[src/rtl/refdiv_pkg.sv]
package refdiv_pkg;

  // Legal ratio: exactly 1, or at least min_multi.
  function automatic logic ratio_ok(input int unsigned r, input int unsigned min_multi);
    return (r == 1) || (r >= min_multi);
  endfunction

  // Terminal half-period count for a reference-output code.
  function automatic int unsigned half_limit(input int unsigned sel, input int unsigned stages);
    int unsigned e;
    e = (sel > stages) ? stages : sel;
    return (e == 0) ? 0 : ((32'd1 << (e - 1)) - 1);
  endfunction

endpackage

[src/rtl/ratio_buffers.sv]
module ratio_buffers #(
  parameter int unsigned RATIO_W     = 13,
  parameter int unsigned MIN_MULTI   = 10,
  parameter int unsigned RESET_RATIO = 10
) (
  input  logic               clk,
  input  logic               rst_n,
  input  logic               wr_en,
  input  logic [RATIO_W-1:0] wr_data,
  input  logic               xfer,
  input  logic               reload,
  output logic [RATIO_W-1:0] nxt_ratio,
  output logic               pend,
  output logic               err
);
  import refdiv_pkg::*;

  logic [RATIO_W-1:0] staged;
  logic               wr_ok;

  assign wr_ok = ratio_ok(32'(wr_data), MIN_MULTI);

  always_ff @(posedge clk or negedge rst_n) begin
    if (!rst_n) begin
      staged    <= RATIO_W'(RESET_RATIO);
      nxt_ratio <= RATIO_W'(RESET_RATIO);
      pend      <= 1'b0;
      err       <= 1'b0;
    end else begin
      if (wr_en && wr_ok) staged <= wr_data;
      if (wr_en) err <= !wr_ok;
      if (xfer) nxt_ratio <= staged;
      if (xfer) pend <= 1'b1;
      else if (reload) pend <= 1'b0;
    end
  end

  // a refused write leaves the first stage untouched
  assert_staged_hold_R3: assert property (@(posedge clk) disable iff (!rst_n)
    (wr_en && !wr_ok) |=> $stable(staged));

  // a refused write raises the flag
  assert_err_set_R3: assert property (@(posedge clk) disable iff (!rst_n)
    (wr_en && !wr_ok) |=> err);

  // second stage moves only on a transfer strobe
  assert_nxt_only_on_xfer_R5: assert property (@(posedge clk) disable iff (!rst_n)
    !xfer |=> $stable(nxt_ratio));

endmodule

[src/rtl/ref_counter.sv]
module ref_counter #(
  parameter int unsigned RATIO_W     = 13,
  parameter int unsigned MIN_MULTI   = 10,
  parameter int unsigned RESET_RATIO = 10
) (
  input  logic               clk,
  input  logic               rst_n,
  input  logic [RATIO_W-1:0] nxt_ratio,
  input  logic               pend,
  output logic               reload,
  output logic               pulse
);
  import refdiv_pkg::*;

  logic [RATIO_W-1:0] cur;
  logic [RATIO_W-1:0] cnt;
  logic [RATIO_W-1:0] next_cur;

  assign reload   = (cnt == RATIO_W'(1));
  assign pulse    = reload;
  assign next_cur = pend ? nxt_ratio : cur;

  always_ff @(posedge clk or negedge rst_n) begin
    if (!rst_n) begin
      cur <= RATIO_W'(RESET_RATIO);
      cnt <= RATIO_W'(RESET_RATIO);
    end else if (reload) begin
      cur <= next_cur;
      cnt <= next_cur;
    end else begin
      cnt <= cnt - RATIO_W'(1);
    end
  end

  // the ratio in use is always legal
  assert_ratio_legal_R1: assert property (@(posedge clk) disable iff (!rst_n)
    ratio_ok(32'(cur), MIN_MULTI));

  // the count stays between 1 and the ratio in use
  assert_cnt_range_R2: assert property (@(posedge clk) disable iff (!rst_n)
    (cnt != '0) && (cnt <= cur));

  // the ratio in use changes only at the end of a count cycle
  assert_cur_at_end_R6: assert property (@(posedge clk) disable iff (!rst_n)
    (cur != $past(cur)) |-> $past(reload));

endmodule

[src/rtl/refout_divider.sv]
module refout_divider #(
  parameter int unsigned STAGES = 4
) (
  input  logic                             clk,
  input  logic                             rst_n,
  input  logic [$clog2(STAGES+1)-1:0]      sel_in,
  output logic                             ref_out
);
  import refdiv_pkg::*;

  localparam int unsigned SEL_W = $clog2(STAGES + 1);
  localparam int unsigned HW    = (STAGES > 1) ? STAGES - 1 : 1;

  logic [SEL_W-1:0] cur_sel;
  logic [HW-1:0]    hcnt;
  logic [HW-1:0]    lim;
  logic             q;

  assign lim     = HW'(half_limit(32'(cur_sel), STAGES));
  assign ref_out = (cur_sel == '0) ? clk : q;

  always_ff @(posedge clk or negedge rst_n) begin
    if (!rst_n) begin
      cur_sel <= '0;
      hcnt    <= '0;
      q       <= 1'b0;
    end else if (cur_sel == '0) begin
      cur_sel <= sel_in;
      hcnt    <= '0;
      q       <= 1'b1;
    end else if (hcnt == lim) begin
      hcnt <= '0;
      q    <= !q;
      if (!q) cur_sel <= sel_in;
    end else begin
      hcnt <= hcnt + HW'(1);
    end
  end

  // the code in use changes only on an output rising edge
  assert_sel_on_rise_R9: assert property (@(posedge clk) disable iff (!rst_n)
    (cur_sel != $past(cur_sel)) |-> (($past(cur_sel) == '0) || (q && !$past(q))));

  // half-period counter never passes its limit
  assert_half_bound_R8: assert property (@(posedge clk) disable iff (!rst_n)
    hcnt <= lim);

endmodule

[src/rtl/refdiv_dbuf.sv]
module refdiv_dbuf #(
  parameter int unsigned RATIO_W       = 13,
  parameter int unsigned MIN_MULTI     = 10,
  parameter int unsigned RESET_RATIO   = 10,
  parameter int unsigned REFOUT_STAGES = 4
) (
  input  logic                                clk,
  input  logic                                rst_n,
  input  logic                                ratio_wr,
  input  logic [RATIO_W-1:0]                  ratio_in,
  input  logic                                loop_wr,
  input  logic                                bypass,
  input  logic [$clog2(REFOUT_STAGES+1)-1:0]  refout_sel,
  output logic                                ref_pulse,
  output logic                                ref_out,
  output logic                                ratio_err
);

  logic [RATIO_W-1:0] nxt_ratio;
  logic               pend;
  logic               reload;
  logic               cnt_pulse;

  ratio_buffers #(
    .RATIO_W(RATIO_W), .MIN_MULTI(MIN_MULTI), .RESET_RATIO(RESET_RATIO)
  ) u_bufs (
    .clk(clk), .rst_n(rst_n), .wr_en(ratio_wr), .wr_data(ratio_in),
    .xfer(loop_wr), .reload(reload), .nxt_ratio(nxt_ratio),
    .pend(pend), .err(ratio_err)
  );

  ref_counter #(
    .RATIO_W(RATIO_W), .MIN_MULTI(MIN_MULTI), .RESET_RATIO(RESET_RATIO)
  ) u_cnt (
    .clk(clk), .rst_n(rst_n), .nxt_ratio(nxt_ratio), .pend(pend),
    .reload(reload), .pulse(cnt_pulse)
  );

  refout_divider #(.STAGES(REFOUT_STAGES)) u_rout (
    .clk(clk), .rst_n(rst_n), .sel_in(refout_sel), .ref_out(ref_out)
  );

  assign ref_pulse = bypass | cnt_pulse;

  // bypass forces a pulse
  assert_bypass_R7: assert property (@(posedge clk) disable iff (!rst_n)
    bypass |-> ref_pulse);

endmodule

[config.mk]
export PLATFORM = sky130hd
export DESIGN_NAME = refdiv_dbuf
export DESIGN_NICKNAME = d
export VERILOG_FILES = /design/src/rtl/refdiv_pkg.sv /design/src/rtl/ratio_buffers.sv /design/src/rtl/ref_counter.sv /design/src/rtl/refout_divider.sv /design/src/rtl/refdiv_dbuf.sv
export SDC_FILE = /design/constraint.sdc
export NUM_CORES = 1
export LEC_CHECK = 0
export BUFFER_PORTS_ARGS = -buffer_cell sky130_fd_sc_hd__buf_2
export CAP_MARGIN = 20
export CORE_MARGIN = 10
export CORE_UTILIZATION = 60
export DETAILED_ROUTE_END_ITERATION = 6
export PLACE_DENSITY = 0.86
export SYNTH_ARGS = -nofsm -noshare
export SYNTH_HDL_FRONTEND = slang
export SYNTH_HIERARCHICAL = 1
export SYNTH_SLANG_ARGS = --single-unit
export TNS_END_PERCENT = 50
[constraint.sdc]
create_clock -name clk -period 5.8 [get_ports clk]
set_input_delay 0.29 -clock clk [delete_from_list [all_inputs] [get_ports clk]]
set_output_delay 0.29 -clock clk [all_outputs]
set_load 0.02 [all_outputs]
Word-level counts from Yosys, hierarchy flattened
Index checks and enable logic that the tools add are counted.
Operators by class
  add/sub/neg operators: 4
  magnitude comparators: 2
  eq/ne operators: 4
  shift-type cells: 1
  mux-type cells: 14
  bitwise gates (word level): 1
  reductions and logical operators: 9
Operators by type and width (count)
  zero test 32 bit: 1
  << shifter 1 x 32 -> 3 bit (first input constant): 1
  subtractor 32 x 1 -> 32 bit (second input constant): 1
  == test 13 x 1 -> 1 bit (second input constant): 2
  two-way mux 13 bit: 2
  two-way mux 3 bit: 7
  >= comparator 13 x 4 -> 1 bit (second input constant): 1
  subtractor 13 x 1 -> 13 bit (second input constant): 1
  two-way mux 1 bit: 5
  nonzero test 2 bit: 2
  adder 3 x 1 -> 3 bit (second input constant): 1
  == test 3 bit: 1
  > comparator 3 bit (second input constant): 1
  zero test 3 bit: 1
  subtractor 3 x 1 -> 3 bit (second input constant): 1
  zero test 1 bit: 2
  inequality test 2 bit (second input constant): 1
  AND reduction 2 bit: 1
  logical AND 1 bit: 1
  logical OR 1 bit: 1
  OR 1 bit: 1
Storage, ports and cells
  register bits: 61
  bits of input ports: 21
  output and inout port bits: 3

Longest topological paths before layout
  depth after elaboration: 9
  gate-level depth with buffers: 9

Modules after synthesis
The synthesis kept the hierarchy.
By module, submodules not included
  ref_counter: instances 1, cells an instance 119, area an instance 1438.9 sq um, sequential area each 655.6 sq um
  ratio_buffers: instances 1, cells an instance 69, area an instance 1096.1 sq um, sequential area each 705.7 sq um
  refout_divider: instances 1, cells an instance 59, area an instance 564.3 sq um, sequential area each 175.2 sq um
  refdiv_dbuf: instances 1, cells an instance 1, area an instance 6.3 sq um, sequential area each 0.0 sq um

==> results_dict.tcl <==
set metrics [dict create \
    fin_nets 302 \
    cts_setup_buffers 0 \
    fin_ws_ns 1.984 \
    dp_cells 331 \
    hold_violations 0 \
    dp_hpwl_um 4199 \
    critPathLaunchType "clock port" \
    start_util_pct 61.19 \
    worstMarginPinSlew_ns 0.9732 \
    place.gp.congestion 0.8768 \
    overflow 0 \
    skew_ns 0.007391 \
    final_cell_mix "53 x dfrtp_1, 23 x buf_2, 21 x mux2i_1" \
    die_h_um 91.95 \
    yosysSeqAreaShare_pct 49.48 \
    syn_inst 248 \
    diodes 0 \
    die_w_um 91.95 \
    required_ns 5.51 \
    endpoint_kind "primary output" \
    holdWs_ns 0.001496 \
    synth_seq_cells 61 \
    std_cell_rows 26 \
    status "complete, no violations" \
    die_area_sq_um 8454 \
    worst-setup-path-type "clk -> out" \
    initialDrtViolationCount 117 \
    postSynthAreaPerCell_sq_um 12.52 \
    p_per_area_nw_per_um2 380.0 \
    cp_max_fo 2 \
    grt_pass1_wl_um 10290 \
    syn_area_sq_um 3105 \
    peakVddDrop_mv 0.2916 \
    vias 2039 \
    wl_per_cell_um 17.22 \
    cts_resized 0 \
    grt_max_degree 62 \
    grt_use_total_pct 15.18 \
    final_antenna_net_count 0 \
    post-place-ws_ns 2.221 \
    rsz0062_at_grt "false" \
    synth_flop_cell "dfrtp_1" \
    io_pins 24 \
    cellLeakagePower_nw 1.584 \
    critPathArrivalTime_ns 3.53 \
    relSlewSlack_pct 34.83 \
    drc 0 \
    async_flop_share_pct 100.0 \
    area_growth_pct 11.85 \
    syn_nets 275 \
    synth_cell_types 49 \
    via_per_inst 5.826 \
    grt_pass1_vias 2153 \
    dr.pass1.iters 4 \
    cts_tree "done" \
    clk_pin_slew_worst_paths_ns 0.06 \
    setup_tns_ns 0 \
    yosysWarningCount 6 \
    cap_viol_max_count 0 \
    core_sq_um 5075 \
    layout_commonest_cell "dfrtp_1" \
    io_buffers 23 \
    cts-hold-fix-buffers 0 \
    drv_slew 0 \
    antenna_found_initial 0 \
    synth-edff-count 0 \
    hold_path_class "in -> async" \
    setup_viol 0 \
    drive_gt1_share_pct 34.64 \
    instances_no_fill 350 \
    finalWirelength_um 6027 \
    clkLatencyLatePin_ns 0.44 \
]
-- worst paths after layout --
path	start	endpoint	slack (ns)	depth (start not counted)
setup reg to reg	u_rout/cur_sel[2]	u_rout/q	3.37	8
hold reg to reg	u_bufs/staged[11]	u_bufs/staged[11]	0.51	1
min in group clk	ratio_in[11]	u_bufs/staged[11]	0.09	2
hold / removal	rst_n	u_cnt/cnt[11]	0.001	2
max in group asynchronous	rst_n	u_cnt/cur[6]	5.31	2
setup / recovery	clk	ref_out	1.98	4
-- where the power goes --
group	leakage (nW)	total, W	internal [W]	switching [W]
sequential	0.714	0.000530	0.000476	0.0000538
clock	0.129	0.000468	0.000292	0.000176
combinational	0.741	0.000322	0.000135	0.000186
total	1.58	0.00132	0.000904	0.000415
-- Yosys cell counts, drive strengths merged, types with 4 or more instances --
library cell	count	share of area (%)
mux2i	21	6.8
o2111ai	6	1.7
ha	6	2.4
a22o	8	2.6
dfstp	8	6.8
xnor2	4	1.1
mux2	32	13
nand3	6	0.97
buf	9	2.7
nor3	6	1.5
nor2	17	2.6
nand4	5	1.0
nand2	14	1.9
xor2	8	2.3
a211oi	5	1.2
a21oi	4	0.64
dfrtp	53	43
inv	10	1.2
-- routing by layer --
| metal | part of all wire, % | GRT usage [%] |
|---|---|---|
| met2 | 47 | 22.47 |
| met3 | 4.7 | 4.075 |
| met5 | 0 | 0 |
| met1 | 46 | 19.43 |
| met4 | 2.8 | 9.126 |
-- worst max-delay path: stages --
cell and delay, ns:
clkbuf_8 0.11, clkbuf_8 0.11, mux2_2 0.25, buf_2 0.16
-- cell families after synthesis --
| logic type | synth area share (%) |
|---|---|
| xor gates and xnor gates | 3.384 |
| and+or+nand+nor | 11.12 |
| AOI/OAI and AO/OA | 9.509 |
| buffers and inverters | 4.150 |
| muxes | 19.94 |
| DFF | 49.48 |
| adders and majority gates | 2.417 |
-- registers in the layout, summed over array words and instances, names as in the netlist --
| signal | flops |
|---|---|
| u_bufs/staged | 13 |
| u_cnt/cnt | 13 |
| u_rout/q | 1 |
| u_bufs/err | 1 |
| u_rout/hcnt | 3 |
| u_cnt/cur | 13 |
| u_rout/cur_sel | 3 |
| u_bufs/pend | 1 |
| u_bufs/nxt_ratio | 13 |
-- final cells by class --
type / count / area (sq um)
Clock buffer: 16 / 181.4
Inverter: 10 / 37.54
Tap cell: 70 / 87.58
Timing Repair Buffer: 23 / 117.6
Multi-Input combinational cell: 166 / 1440
Clock inverter: 4 / 72.57
Fill cell: 378 / 1602
Sequential cell: 61 / 1536
-- stage by stage --
stage	power, W	area (sq um)	utilization [%]
4_1_cts	0.001324	3473	68.44
2_1_floorplan	0.0007901	3105	-
3_3_place_gp	0.0008476	3224	63.54
3_5_place_dp	0.0008681	3224	63.54
5_1_grt	0.001398	3473	68.44
6_report	0.001320	3473	68.44
No activity file was read; power rests on OpenSTA's default activity.
